### src/rtl/wst_pkg.sv
`timescale 1ns/1ps
package wst_pkg;
    localparam int TICK_W     = 32;
    localparam int NUM_LANES  = 3;
    localparam int RECENT_BIT = 5;
    localparam int SETTLE_BIT = 4;
    localparam int DRAIN_BIT  = 0;

    typedef enum logic [1:0] {
        LN_IDLE = 2'd0,
        LN_WAIT = 2'd1,
        LN_SHOW = 2'd2
    } lane_st_e;

    typedef enum logic {
        EXT_RESTART = 1'b0,
        EXT_ACCUM   = 1'b1
    } ext_mode_e;

    // true when tick a lies strictly before tick b (wrap-safe)
    function automatic logic tick_before(input logic [TICK_W-1:0] a,
                                         input logic [TICK_W-1:0] b);
        logic [TICK_W-1:0] diff;
        diff = a - b;
        return diff[TICK_W-1];
    endfunction

    function automatic int lane_bit(input int idx);
        return (idx == 0) ? RECENT_BIT : (idx == 1) ? SETTLE_BIT : DRAIN_BIT;
    endfunction
endpackage

### src/rtl/wst_tick.sv
`timescale 1ns/1ps
module wst_tick #(
    parameter int          W     = 32,
    parameter logic [W-1:0] START = '0
) (
    input  logic         clk,
    input  logic         rst_n,
    output logic [W-1:0] now
);
    always_ff @(posedge clk) begin
        if (!rst_n) now <= START;
        else        now <= now + W'(1);
    end
endmodule

### src/rtl/wst_lane.sv
`timescale 1ns/1ps
module wst_lane
    import wst_pkg::*;
#(
    parameter int        ON_DLY      = 8,
    parameter int        OFF_DLY     = 16,
    parameter int        WIN         = 0,
    parameter bit        OFF_FROM_ON = 1'b0,
    parameter ext_mode_e MODE        = EXT_ACCUM
) (
    input  logic              clk,
    input  logic              rst_n,
    input  logic [TICK_W-1:0] now,
    input  logic              wr,
    output logic              flag
);
    localparam logic [TICK_W-1:0] ON_T    = TICK_W'(ON_DLY);
    localparam logic [TICK_W-1:0] OFF_T   = TICK_W'(OFF_DLY);
    localparam logic [TICK_W-1:0] WIN_T   = TICK_W'(WIN);
    localparam logic [TICK_W-1:0] FRESH_T = OFF_FROM_ON ? TICK_W'(ON_DLY + OFF_DLY) : TICK_W'(OFF_DLY);
    localparam lane_st_e          ARM_ST  = (ON_DLY == 0) ? LN_SHOW : LN_WAIT;

    lane_st_e          st_q, st_d;
    logic [TICK_W-1:0] on_q, on_d, off_q, off_d;
    logic              fresh, off_gone, on_come, in_win;

    assign off_gone = tick_before(off_q, now);
    assign on_come  = !tick_before(now, on_q);
    assign fresh    = (st_q == LN_IDLE) || off_gone;

    // state and deadline register
    always_ff @(posedge clk) begin
        if (!rst_n) begin
            st_q  <= LN_IDLE;
            on_q  <= '0;
            off_q <= '0;
        end else begin
            st_q  <= st_d;
            on_q  <= on_d;
            off_q <= off_d;
        end
    end

    // next state: arm, reveal, retire, extend
    always_comb begin
        st_d  = st_q;
        on_d  = on_q;
        off_d = off_q;
        if (wr) begin
            if (fresh) begin
                on_d  = now + ON_T;
                off_d = now + FRESH_T;
                st_d  = ARM_ST;
            end else if (MODE == EXT_ACCUM) begin
                off_d = off_q + OFF_T;
            end else begin
                off_d = now + OFF_T;
            end
        end else begin
            unique case (st_q)
                LN_IDLE: st_d = LN_IDLE;
                LN_WAIT: begin
                    if (off_gone)     st_d = LN_IDLE;
                    else if (on_come) st_d = LN_SHOW;
                end
                LN_SHOW: if (off_gone) st_d = LN_IDLE;
                default: st_d = LN_IDLE;
            endcase
        end
    end

    // output: flag view from deadlines against the current tick
    always_comb begin
        in_win = (WIN == 0) ? 1'b1 : !tick_before(now + WIN_T, off_q);
        flag   = (st_q != LN_IDLE) && tick_before(now, off_q) && on_come && in_win;
    end


    lane_wake_chk: assert property (@(posedge clk) disable iff (!rst_n)
        wr |=> (st_q != LN_IDLE));


    idle_hold_chk: assert property (@(posedge clk) disable iff (!rst_n)
        (st_q == LN_IDLE) && !wr |=> (st_q == LN_IDLE) && !flag);

    generate
        if (MODE == EXT_ACCUM) begin : g_acc

            accum_later_chk: assert property (@(posedge clk) disable iff (!rst_n)
                wr && !fresh |=> tick_before($past(off_q), off_q));
        end
    endgenerate
endmodule

### src/rtl/wst_status_timer.sv
`timescale 1ns/1ps
module wst_status_timer
    import wst_pkg::*;
#(
    parameter int                  STATUS_W    = 32,
    parameter logic [STATUS_W-1:0] STATUS_INIT = '0,
    parameter logic [TICK_W-1:0]   TICK_START  = '0,
    parameter int                  RECENT_OFF  = 8,
    parameter int                  SETTLE_ON   = 8,
    parameter int                  SETTLE_OFF  = 16,
    parameter int                  SETTLE_WIN  = 8,
    parameter int                  DRAIN_ON    = 24,
    parameter int                  DRAIN_OFF   = 24
) (
    input  logic                clk,
    input  logic                rst_n,
    input  logic                wr_stb,
    input  logic                rd_stb,
    output logic [STATUS_W-1:0] rd_data
);
    logic [TICK_W-1:0]    now;
    logic [NUM_LANES-1:0] lane_flag;
    logic [STATUS_W-1:0]  stored_q;
    logic [STATUS_W-1:0]  view;

    wst_tick #(.W(TICK_W), .START(TICK_START)) u_tick (
        .clk   (clk),
        .rst_n (rst_n),
        .now   (now)
    );

    generate
        for (genvar g = 0; g < NUM_LANES; g++) begin : g_lane
            localparam int        L_ON   = (g == 0) ? 0 : (g == 1) ? SETTLE_ON : DRAIN_ON;
            localparam int        L_OFF  = (g == 0) ? RECENT_OFF : (g == 1) ? SETTLE_OFF : DRAIN_OFF;
            localparam int        L_WIN  = (g == 1) ? SETTLE_WIN : 0;
            localparam bit        L_FROM = (g == 2);
            localparam ext_mode_e L_MODE = (g == 0) ? EXT_RESTART : EXT_ACCUM;
            wst_lane #(
                .ON_DLY      (L_ON),
                .OFF_DLY     (L_OFF),
                .WIN         (L_WIN),
                .OFF_FROM_ON (L_FROM),
                .MODE        (L_MODE)
            ) u_lane (
                .clk   (clk),
                .rst_n (rst_n),
                .now   (now),
                .wr    (wr_stb),
                .flag  (lane_flag[g])
            );
        end
    endgenerate

    // stored word: reset constant, write marks the recent bit
    always_ff @(posedge clk) begin
        if (!rst_n)      stored_q <= STATUS_INIT;
        else if (wr_stb) stored_q <= stored_q | (STATUS_W'(1) << RECENT_BIT);
    end

    always_comb begin
        view = stored_q;
        for (int i = 0; i < NUM_LANES; i++) begin
            view[lane_bit(i)] = lane_flag[i];
        end
    end

    always_ff @(posedge clk) begin
        if (!rst_n)      rd_data <= '0;
        else if (rd_stb) rd_data <= view;
    end


    flag_excl_chk: assert property (@(posedge clk) disable iff (!rst_n)
        !(view[SETTLE_BIT] && view[RECENT_BIT]));


    rd_hold_chk: assert property (@(posedge clk) disable iff (!rst_n)
        !rd_stb |=> $stable(rd_data));


    recent_wr_chk: assert property (@(posedge clk) disable iff (!rst_n)
        wr_stb |=> view[RECENT_BIT]);
endmodule

### config.mk
export PLATFORM = sky130hd
export DESIGN_NAME = wst_status_timer
export DESIGN_NICKNAME = d
export VERILOG_FILES = /design/src/rtl/wst_pkg.sv /design/src/rtl/wst_tick.sv /design/src/rtl/wst_lane.sv /design/src/rtl/wst_status_timer.sv
export SDC_FILE = /design/constraint.sdc
export NUM_CORES = 1
export LEC_CHECK = 0
export BUFFER_PORTS_ARGS = -buffer_cell sky130_fd_sc_hd__buf_4
export CAP_MARGIN = 20
export CORE_MARGIN = 4
export CORE_UTILIZATION = 31
export DETAILED_ROUTE_END_ITERATION = 6
export GPL_ROUTABILITY_DRIVEN = 0
export MAX_ROUTING_LAYER = met4
export PLACE_DENSITY = 0.55
export SYNTH_ARGS = -nofsm -noshare
export SYNTH_HDL_FRONTEND = slang
export SYNTH_SLANG_ARGS = --single-unit
### constraint.sdc
create_clock -name clk -period 6.6 [get_ports clk]
set_input_delay 0 -clock clk [delete_from_list [all_inputs] [get_ports clk]]
set_output_delay 0 -clock clk [all_outputs]
set_load 0.02 [all_outputs]
---- Yosys cells after proc, flatten, opt, wreduce, memory -nomap -nowiden ----
Cells that the tools add are included.
word-level totals
  register bits after elaboration ......... 233
  bits in latches ......................... 0
  bits in writable memories ............... 0
  ROM bits ................................ 0
  output and inout bits ................... 32
  logic and storage cells ................. 89
  memories ................................ 0
operators by class
  add/sub/neg operators ................... 17
  multipliers ............................. 0
  divide/modulo/power cells ............... 0
  $lt $le $gt $ge ......................... 0
  equality and inequality tests ........... 15
  shift operators ......................... 0
  muxes and demuxes ....................... 20
  bitwise logic cells ..................... 0
  reductions and logical operators ........ 26
operator list
  kind                     count
  $sub A32 B32 Y32         10
  $add A32 B5 Y32 const B  4
  $mux W32                 2
  $add A32 B1 Y32 const B  1
  $add A32 B4 Y32 const B  1
  $add A32 B6 Y32 const B  1
  $mux W2                  15
  $ne A4 B3 Y1 const B     3
  $pmux W2 S2              3
  $ne A3 B2 Y1 const B     3
  $reduce_and A3 Y1        3
  $logic_and A1 B1 Y1      7
  $eq A2 B1 Y1 const B     3
  $eq A2 B2 Y1 const B     3
  $logic_not A2 Y1         3
  $ne A2 B1 Y1 const B     3
  $reduce_and A2 Y1        3
  $reduce_bool A2 Y1       3
  $logic_not A1 Y1         4
  $logic_or A1 B1 Y1       3

---- Logic depth before layout (Yosys ltp) ----
Gate-level depths: netlist (run 1).
  depth in word-level cells ............... 5
  gate-level depth with buffers ........... 24

---- Modules after synthesis ----
A second synthesis (run 1) with hierarchy kept.
unflattened totals
  cell total of the unflattened synthesis .. 2561
  area total of the unflattened synthesis .. 20104.3 um^2
modules (own cells, without submodules)
  module                        times used  cells each  area each (um^2)  seq. area each (um^2)
  wst_lane at g_lane[1].u_lane  1           870         6645.1            1261.2
  wst_lane at g_lane[2].u_lane  1           839         6486.2            1321.3
  wst_lane at g_lane[0].u_lane  1           645         5176.2            1301.2
  wst_tick                      1           168         1466.4            640.6
  wst_status_timer              1           39          330.3             60.1

---- Worst setup path before layout (run 1) ----
No wires, ideal clock.
  path kind ............................... flip-flop to flip-flop
  start ................................... register u_tick.now[21]
  end ..................................... register g_lane[1].u_lane.off_q[28]
  setup time .............................. 122 ps
  arrival time ............................ 4976 ps
  data required time ...................... 6478 ps
  path slack .............................. 1502 ps
  cell stages (with the launch flop) ...... 25
  buffers on the path ..................... 4
  cells stage by stage .................... dfxtp_1 clkbuf_1 clkinv_1 ha_1 a21o_1 a221o_1 a31oi_1 o211ai_1 a211o_1 a21oi_2 buf_6 buf_2 buf_2 nand2_1 o21ai_0 ha_1 nand2_1 nor2_1 nand2_1 nor2_1 nand3_1 mux2i_2 and3_4 a221oi_2 a311o_1
between the ends
  word-level cells in the longest chain between the ends .. 3
  elaborated cells between the ends (all ways) .. 4
  classes of those cells .................. add/sub (2); mux (1); reduce/logical (1)
ends and longest elaborated chain
  element                 RTL line        text
  from (decl)             wst_tick.sv:8   output logic [W-1:0] now
  from (signal assigned)  wst_tick.sv:12  else now <= now + W'(1);
  $sub A32 B32 Y32        wst_pkg.sv:24   diff = a - b;
  $logic_or A1 B1 Y1      wst_lane.sv:29  assign fresh = (st_q == LN_IDLE) || off_gone;
  $mux W32 (*)            wst_lane.sv:50  if (fresh) begin
  to (signal assigned)    wst_lane.sv:36  off_q <= '0;
  to (signal assigned)    wst_lane.sv:40  off_q <= off_d;
  to (decl)               wst_lane.sv:24  logic [TICK_W-1:0] on_q, on_d, off_q, off_d;
Every way passes the cells marked *; elsewhere a longest branch is shown, timed or not.
A chain may end at the register's enable or synchronous reset.

---- Worst setup path in the final report (run 1) ----
  start ................................... register u_tick.now[20]
  end ..................................... register g_lane[1].u_lane.off_q[28]
The elaborated chain is that of the path after synthesis.

==> run summary, run 1 <==
Initial antenna violation count: 1. The area of the die was 65180 um^2; the number of hold-slack violations in the final timing report was 0. Summed over all cells, the static leakage comes to 8.589 nW. Across the whole layout, storage elements account for 4584 um^2. For this design, the sink count on the clock tree is 229. The logs give 0.363 for the proportion of power drawn by flip-flops and latches and 0.3466 for the post-route core utilization. Cell taking the most area after synthesis: sky130_fd_sc_hd__dfxtp_1. In this run the vertical extent of the chip is 255.3 um. Most frequent cell on the critical path: sky130_fd_sc_hd__nand2_1. The highest clock frequency the design can meet was 173.4 MHz; the area share of the largest cell type after synthesis was 0.2418. The run gives 0.1659 mV as the maximum VDD drop. The peak fanout along the critical path works out to 14. The detailed-route wire length per cell was 20.60 um.

For this run the aggregate overflow at the end of global routing stands at 0. The internal power of the cells totals 0.002857 W. Summed over all layers, the routed wires come to 66650 um. The initialized floorplan defines 90 standard-cell rows. The analysis attributes to net switching a power of 0.001291 W.

After layout, the minimum clock period comes to 5.767 ns. In the synthesized netlist, the number of instances is 2448. The internal reg-to-reg setup slack was 0.83 ns; the initial core utilization was 0.3135. The switching part of the total power is 0.3112. The path class of the lowest-slack min-delay path is primary input to flop. During synthesis, Yosys emitted a total of 0 warnings. The worst flop-to-flop path endpoint is g_lane[1].u_lane.off_q[28]. Summing every instance area after synthesis gives 18960 um^2. The tools report the layout net count as 2737. For the critical path data arrival time, the log shows 6.23 ns. Critical path class: flop to flop. The initial DRC count was 1712.

Cell chosen for the clock root: sky130_fd_sc_hd__clkbuf_16. The number of cells on the worst reg-to-reg path is 20. The tools report the number of max-slew violations in the final report as 0. The fraction of registers with async set/reset came out at 0.

The number of port buffers was 6; the number of CTS-inserted buffers was 30. The remaining antenna violation count after routing is 0, and the post-CTS resize count is 0. In the synthesized netlist, the cells that appear most often are sky130_fd_sc_hd__ha_1 (304), sky130_fd_sc_hd__nand2_1 (260), sky130_fd_sc_hd__inv_1 (232).

The pin slew with the least headroom to its limit works out to 1.221 ns. Setup repair after global routing left no endpoint under its margin. The run gives 0.198 as the combinational group share of total power.

The clock share of power is 0.438. The path with the worst hold slack has its endpoint at rd_data[5]. Once detailed placement completed, the half-perimeter wirelength came to 50090 um.

Counting the fill cells in the layout gives 6328. The number of synthesized register bits is 229, and the area of combinational cells with multiple inputs is 12870 um^2. The overall track demand over capacity in global routing is 0.2060, and the residual DRC count is 0.

Data on the critical path is required at its endpoint by 7.07 ns. After routing, the total negative slack on setup checks comes to 0 ns. The worst hold path was traced through 5 stages.

The vias per cell came out at 5.457. Predominant post-synthesis flop cell: sky130_fd_sc_hd__dfxtp_1. On the worst path, the slowest cell contributes a delay of 0.66 ns. Setup slack closes at 0.8326 ns.

From synthesis to final layout, the design area changed by 10.54%. Share of cells above drive strength 1: 0.05952. The flow ran to the end, and the final reports show no timing, DRC or antenna violations. Endpoint class of the critical path: a flop. The ratio of total power to cell area works out to 197.9 nW/um^2. The region available for standard cell placement spans 60470 um^2. In this run the mean area of a mapped cell was 7.744 um^2. For the worst-case headroom to the max-slew limit, the log shows 0.1798. The number of iterations in the first detailed-routing pass came out at 6.

In this run the most critical hold path is launched from rd_stb. The run gives 0 as the number of post-CTS setup repair buffers. The number of global-route vias before repair was 16940.

The logs give 102100 um for the wire length of the first global-routing pass and 0.02157 ns for the worst-case clock skew. The tools report the placement-stage worst setup slack as 1.044 ns. The ratio of final minimum period to clock period is 0.8739, and the number of different library cells in the post-synthesis netlist is 82.

The longest clock path from root to sink contains 3 buffers. The floorplan step set the die width to 255.3 um. Max-cap violation count: 0. The vias after detailed routing came out at 17660. Ranked by total cell area, the synthesized netlist is headed by sky130_fd_sc_hd__dfxtp_1 (24%), sky130_fd_sc_hd__ha_1 (20%), sky130_fd_sc_hd__xnor2_1 (5.8%). In this design, the largest share of critical-path delay is due to simple AND/OR/NAND/NOR gates. Setup violations remaining at the end of the flow were counted as 0. The level count of the clock H-tree was 1.

The slowest cell on the critical path was sky130_fd_sc_hd__dfxtp_1. The most common cell in the synthesized netlist is sky130_fd_sc_hd__ha_1. The clock reaches the later pin of the worst-skew pair after 0.59 ns.

The number of flops mapped to enable cells by yosys is 0, and the clock-pin slew of the registers on the worst-case setup and hold paths is 0.07 ns. The run gives 0.2418 as the post-synthesis sequential area ratio. The critical path goes through clkinv_1 > ha_1 > and3_1 > nand2_1 > nor4b_1 > and2_1 > a22oi_2 > a21oi_4 > nand2_1 > o21ai_0 > ha_1 > nand2_1 > nor2_1 > nand2_1 > nor2_1 > nand3_1 > mux2i_2 > and3_4 > a221oi_2 > a311o_1. The count of buffer and inverter cells on the critical path was 1.

Entering global routing, the biggest net connects 108 pins. 36 I/O pins were placed. STA classifies the critical path startpoint as a flop. TritonCTS built the clock tree. The reg-to-reg critical path startpoint is u_tick.now[20].
==> registers in the layout, indices dropped and copies added (netlist names) <==
signal	flops
rd_data	3
g_lane.u_lane.on_q	96
g_lane.u_lane.st_q	5
u_tick.now	32
g_lane.u_lane.off_q	93
==> tightest hold or removal path, delay by kind of cell <==
kind / cells / cell delay [ns]
buffers and inverters: 3 / 0.70
AOI/OAI and AO/OA: 1 / 0.07
and+or+nand+nor: 1 / 0.06
==> worst max-delay path by stage <==
stage | from | end | cells past startpoint
2_1_floorplan | u_tick.now[21] | g_lane[1].u_lane.off_q[28] | 24
3_3_place_gp | u_tick.now[20] | g_lane[1].u_lane.off_q[28] | 20
3_5_place_dp | u_tick.now[20] | g_lane[1].u_lane.off_q[28] | 20
4_1_cts | u_tick.now[20] | g_lane[1].u_lane.off_q[28] | 20
5_1_grt | u_tick.now[20] | g_lane[1].u_lane.off_q[26] | 20
6_report | u_tick.now[20] | g_lane[1].u_lane.off_q[28] | 20
==> layer usage <==
layer | vias up | routed length, um | track usage
li1 | 8417 | - | -
met1 | 8341 | 29040 | 0.2698
met2 | 714 | 29550 | 0.3204
met3 | 187 | 4933 | 0.03262
met4 | 0 | 3125 | 0.07903
met5 | - | 0 | -
==> cell usage in the layout (no fill, tap or decap), drive strengths merged, types with 5 or more instances in the layout <==
cell type | Yosys | layout
conb | 1 | 29
mux2i | 56 | 56
o21a | 7 | 7
and4 | 5 | 5
or3 | 14 | 14
nor2 | 219 | 219
and3 | 21 | 21
buf | 69 | 63
nor2b | 17 | 17
o31ai | 15 | 15
inv | 234 | 236
o21ai | 114 | 114
nor3 | 64 | 64
nand2 | 260 | 260
nor4 | 28 | 28
ha | 304 | 304
and2 | 8 | 8
nand4 | 47 | 47
a31oi | 12 | 12
clkbuf | 76 | 45
nand3 | 75 | 75
a21o | 63 | 63
clkinv | 12 | 15
a211oi | 102 | 102
nand2b | 7 | 7
bufinv | 0 | 5
xor2 | 6 | 6
a21oi | 166 | 166
o221ai | 5 | 5
dfxtp | 229 | 229
xnor2 | 125 | 125
o211ai | 19 | 19
==> per-stage QoR <==
stage                     power (W)  cell area, um^2  hold slack [ns]  std cells
after global placement     0.002331            19840           0.3522       3176
after detailed placement   0.002345            19840           0.3596       3176
after CTS                  0.004172            20950           0.2764       3235
after global routing       0.004323            20960           0.3446       3236
final                      0.004148            20960           0.2972       3236
after floorplan            0.002100            19060           0.1603       2476
==> cell families (layout without fill, tap and decap cells) <==
group           after synthesis  in the layout  synth area share
compound gates              555            555            0.1883
xor+xnor                    131            131           0.06052
fa+ha+maj                   304            304            0.2006
buf+inv                     391            368           0.08619
flops                       229            229            0.2418
mux                          60             60           0.03359
other cells                   1             30         0.0001978
simple gates                777            777            0.1888
==> timing repair <==
item | CTS | global route
hold endpoints to repair | 35 | 0
setup endpoints to repair | 0 | 0
hold buffers | 3 | 0
==> power groups by stage <==
stage                     registers [W]  logic (W)  clock network, W
after floorplan                 0.00152   0.000579                 0
after global placement          0.00153   0.000797                 0
after detailed placement        0.00154   0.000809                 0
after CTS                       0.00151   0.000815           0.00185
after global routing            0.00151   0.000899           0.00191
final                           0.00151   0.000823           0.00182
==> final cells by class <==
type                       instances  share of cell area
antenna                            1           0.0001194
clock buffer                      45             0.04287
clock inverter                    11            0.009075
inverter                         246             0.04430
multi-input combinational       1856              0.6142
sequential                       229              0.2188
tap                              782             0.04669
timing repair buffer              66             0.02400
No activity file was read; power rests on OpenSTA's default activity.
==> run 2, diff against run 1 <==
--- a/config.mk
+++ b/config.mk
@@ -13,6 +13,7 @@
 export GPL_ROUTABILITY_DRIVEN = 0
 export MAX_ROUTING_LAYER = met4
 export PLACE_DENSITY = 0.55
+export REMOVE_ABC_BUFFERS = 1
 export SYNTH_ARGS = -nofsm -noshare
 export SYNTH_HDL_FRONTEND = slang
 export SYNTH_SLANG_ARGS = --single-unit
==> constraint.sdc (replaced) <==
create_clock -name clk -period 6.6 [get_ports clk]
set_input_delay 1.32 -clock clk [delete_from_list [all_inputs] [get_ports clk]]
set_output_delay 1.32 -clock clk [all_outputs]
set_load 0.02 [all_outputs]
==> run summary, run 2 (synthesized netlist as in run 1, its figures left out) <==
The floorplan core area was 60470 um^2 (unchanged); the highest cell delay on the worst timing path was 0.81 ns (+0.15 ns). The number of hold-slack violations in the final timing report was 0 (unchanged); the vertical die dimension was 255.3 um (unchanged). Number of port buffers: 6 (unchanged). The ratio of final minimum period to clock period was 0.8565 (-0.01736); the layout net count was 2737 (unchanged). The run gives 67240 um (+0.89%) as the total wire length after detailed routing. TritonCTS built the clock tree. The vias after detailed routing was 17680 (+0.14%). The ratio of total power to cell area came out at 190.9 nW/um^2 (-3.6%).

The detailed-route wire length per cell was 20.82 um (+1.1%); the combinational group share of total power was 0.202 (+0.004). The total congestion overflow is 0 (unchanged), and the worst-case clock buffer depth is 3 (unchanged). Time the final worst path needs with I/O delays and setup: 5.653 ns (-0.1146 ns). The horizontal die dimension was 255.3 um (unchanged); the number of clock sinks was 229 (unchanged). The worst-case headroom to the max-slew limit was 0.1876 (+0.007857); the wire length of the first global-routing pass was 102700 um (+0.52%). Post-route setup TNS: 0 ns (unchanged).

The initial DRC count came out at 1550 (-9.5%). The most common cell after layout, fill and taps aside is sky130_fd_sc_hd__ha_1. The residual DRC count came out at 0 (unchanged). The run gives 8.530 nW (-0.69%) as the total leakage power.

Reg-to-reg critical path startpoint: u_tick.now[11]. The tools report the initial core utilization as 0.3135 (unchanged). The run gives 5 (-1) as the number of iterations in the first detailed-routing pass. Walking the worst path, the cells encountered are inv_2 > ha_1 > and3_1 > nand3_1 > o21ai_0 > a22oi_2 > a21oi_4 > nand2_1 > o21ai_0 > ha_1 > nand2_1 > nor2_1 > nand2_1 > nor2_1 > nand3_1 > mux2i_2 > nand2_1 > or3b_1 > nand3_1.

The tools report the required arrival time at the worst endpoint as 7.12 ns (+0.05 ns). The logs give 2 (+1) for the initial antenna violation count and 0 (unchanged) for the remaining antenna violation count after routing. The pin slew with the least headroom to its limit was 1.188 ns (-0.03311 ns). Share of cells above drive strength 1: 0.05853 (-0.0009844). The run gives 0.379 (+0.016) as the proportion of power drawn by flip-flops and latches. The worst setup path is captured at a flop. For the maximum number of pins on one net before global-route repair, the log shows 66 (-39%).

In the layout the commonest cells are sky130_fd_sc_hd__ha_1 (304), sky130_fd_sc_hd__nand2_1 (259), sky130_fd_sc_hd__inv_1 (232). For the clock share of power, the log shows 0.418 (-0.020). For the overall track demand over capacity in global routing, the log shows 0.2085 (+0.002551). The tools report the number of failing setup endpoints in the final timing report as 0 (unchanged). The clock latency reported for the late side of the worst-skew pair came out at 0.58 ns (about the same). Most frequent cell on the critical path: sky130_fd_sc_hd__nand2_1.

For the highest clock frequency the design can meet, the log shows 176.9 MHz (+2.0%). The area of the die is 65180 um^2 (unchanged), and the critical path data arrival time is 6.17 ns (-0.06 ns). The vias per cell works out to 5.476 (+0.35%). The number of CTS-inserted buffers is 29 (-3.3%). Setup repair after global routing left no endpoint under its margin. The logs give 90 (unchanged) for the number of standard-cell rows in the floorplan and 0.002733 W (-4.3%) for the cell-internal power. Cell chosen for the clock root: sky130_fd_sc_hd__clkbuf_16. The run gives 36 (unchanged) as the I/O pin count.

The tools report the category of the worst setup path launch point as a flop. For the maximum VDD drop, the log shows 0.1827 mV (+10%). The number of max-slew violations in the final report is 0 (unchanged). The number of flip-flops under the largest register name works out to 96 (unchanged). Compared with the post-synthesis result, the final layout area differs by 9.919%. The largest registers in the layout are g_lane.u_lane.on_q (96), g_lane.u_lane.off_q (93), u_tick.now (32). The run gives 0 (-3) as the number of hold-repair buffers added at the cts stage. On the critical path, the stage with the largest delay is an instance of sky130_fd_sc_hd__dfxtp_1. The gate family responsible for the most delay along the worst path was simple AND/OR/NAND/NOR gates. Top register by number of flip-flops: g_lane.u_lane.on_q.

The start point of the worst hold path was g_lane[2].u_lane.on_q[1]. Tracing the worst setup path back leads to its startpoint at u_tick.now[11]. The level count of the clock H-tree was 1 (unchanged); the number of global-route vias before repair was 16950 (+0.094%). Critical path class: flop to flop. The final-layout worst hold slack came out at 0.4539 ns (+0.1567 ns).

The run finished with clean final reports. The post-CTS resize count came out at 0 (unchanged). The number of post-CTS setup repair buffers came out at 0 (unchanged). The peak fanout along the critical path came out at 16 (+2). Count of buffer and inverter cells on the critical path: 1 (unchanged). The max-cap violation count is 0 (unchanged), and the clock-pin slew of the registers on the worst-case setup and hold paths is 0.06 ns (about the same). The worst-case clock skew is 0.02102 ns (-0.0005480 ns), and the HPWL reported at the end of detailed placement is 50530 um (+0.87%). Path class of the lowest-slack min-delay path: flop to flop. The switching part of the total power is 0.3129 (+0.001714), and the switching power summed over all nets is 0.001245 W (-3.6%).
[run 2: changes by cell type in the layout (fill, tap and decap cells not counted), moves of 2 or more]
cell / change
sky130_fd_sc_hd__clkbuf_1: -4
sky130_fd_sc_hd__clkinv_2: -2
sky130_fd_sc_hd__clkbuf_16: -2
sky130_fd_sc_hd__dlygate4sd3_1: -3
sky130_fd_sc_hd__diode_2: +3
sky130_fd_sc_hd__buf_4: +3
[run 2: final timing paths]
check | end | slack (ns) | depth (start not counted)
worst max-delay path | g_lane[1].u_lane.off_q[26] | 0.95 | 19
worst min register to register | g_lane[2].u_lane.on_q[1] | 0.45 | 2
worst min-delay path | g_lane[2].u_lane.on_q[1] | 0.45 | 2
worst max register to register | g_lane[1].u_lane.off_q[26] | 0.95 | 19
[run 2: layout make-up]
| cell class | count | area (um^2) |
|---|---|---|
| fillers | 6348 | 39630 |
| repair buffers | 67 | 506.7 |
| diodes | 4 | 10.01 |
| flip-flops and latches | 229 | 4584 |
| multi-input cells | 1856 | 12870 |
| well taps | 782 | 978.4 |
| inverters | 246 | 928.4 |
| clock buffers | 38 | 819.5 |
| clock inverters | 7 | 140.1 |
[run 2: per-layer routing]
layer | wire length, um | part of all wire | vias up | track usage
met5 | 0 | 0 | - | -
met1 | 29210 | 0.43 | 8381 | 0.2771
met3 | 5315 | 0.079 | 194 | 0.02947
met4 | 3242 | 0.048 | 0 | 0.08262
met2 | 29480 | 0.44 | 686 | 0.3209
li1 | - | - | 8422 | -
[run 2: through the flow]
step	utilization	area, um^2	setup slack [ns]	power, W	cells
after floorplan	-	18350	0.5715	0.002050	2331
after global placement	0.3284	19860	1.432	0.002309	3179
after detailed placement	0.3286	19870	1.280	0.002327	3180
after CTS	0.3444	20830	1.267	0.003998	3225
after global routing	0.3446	20840	0.8372	0.004139	3229
final	0.3446	20840	0.9472	0.003978	3229
[run 2: power groups by stage]
stage          registers, W  clock network (W)  logic [W]
2_1_floorplan       0.00152                  0   0.000527
6_report            0.00151            0.00166   0.000805
3_5_place_dp        0.00154                  0   0.000790
5_1_grt             0.00152            0.00174   0.000880
4_1_cts             0.00151            0.00170   0.000794
3_3_place_gp        0.00154                  0   0.000773
[run 2: worst min-delay path, cell delays in order, from the launching register on]
cell and delay (ns):
sky130_fd_sc_hd__dfxtp_1 0.30, sky130_fd_sc_hd__nand2_1 0.05, sky130_fd_sc_hd__a21oi_1 0.05
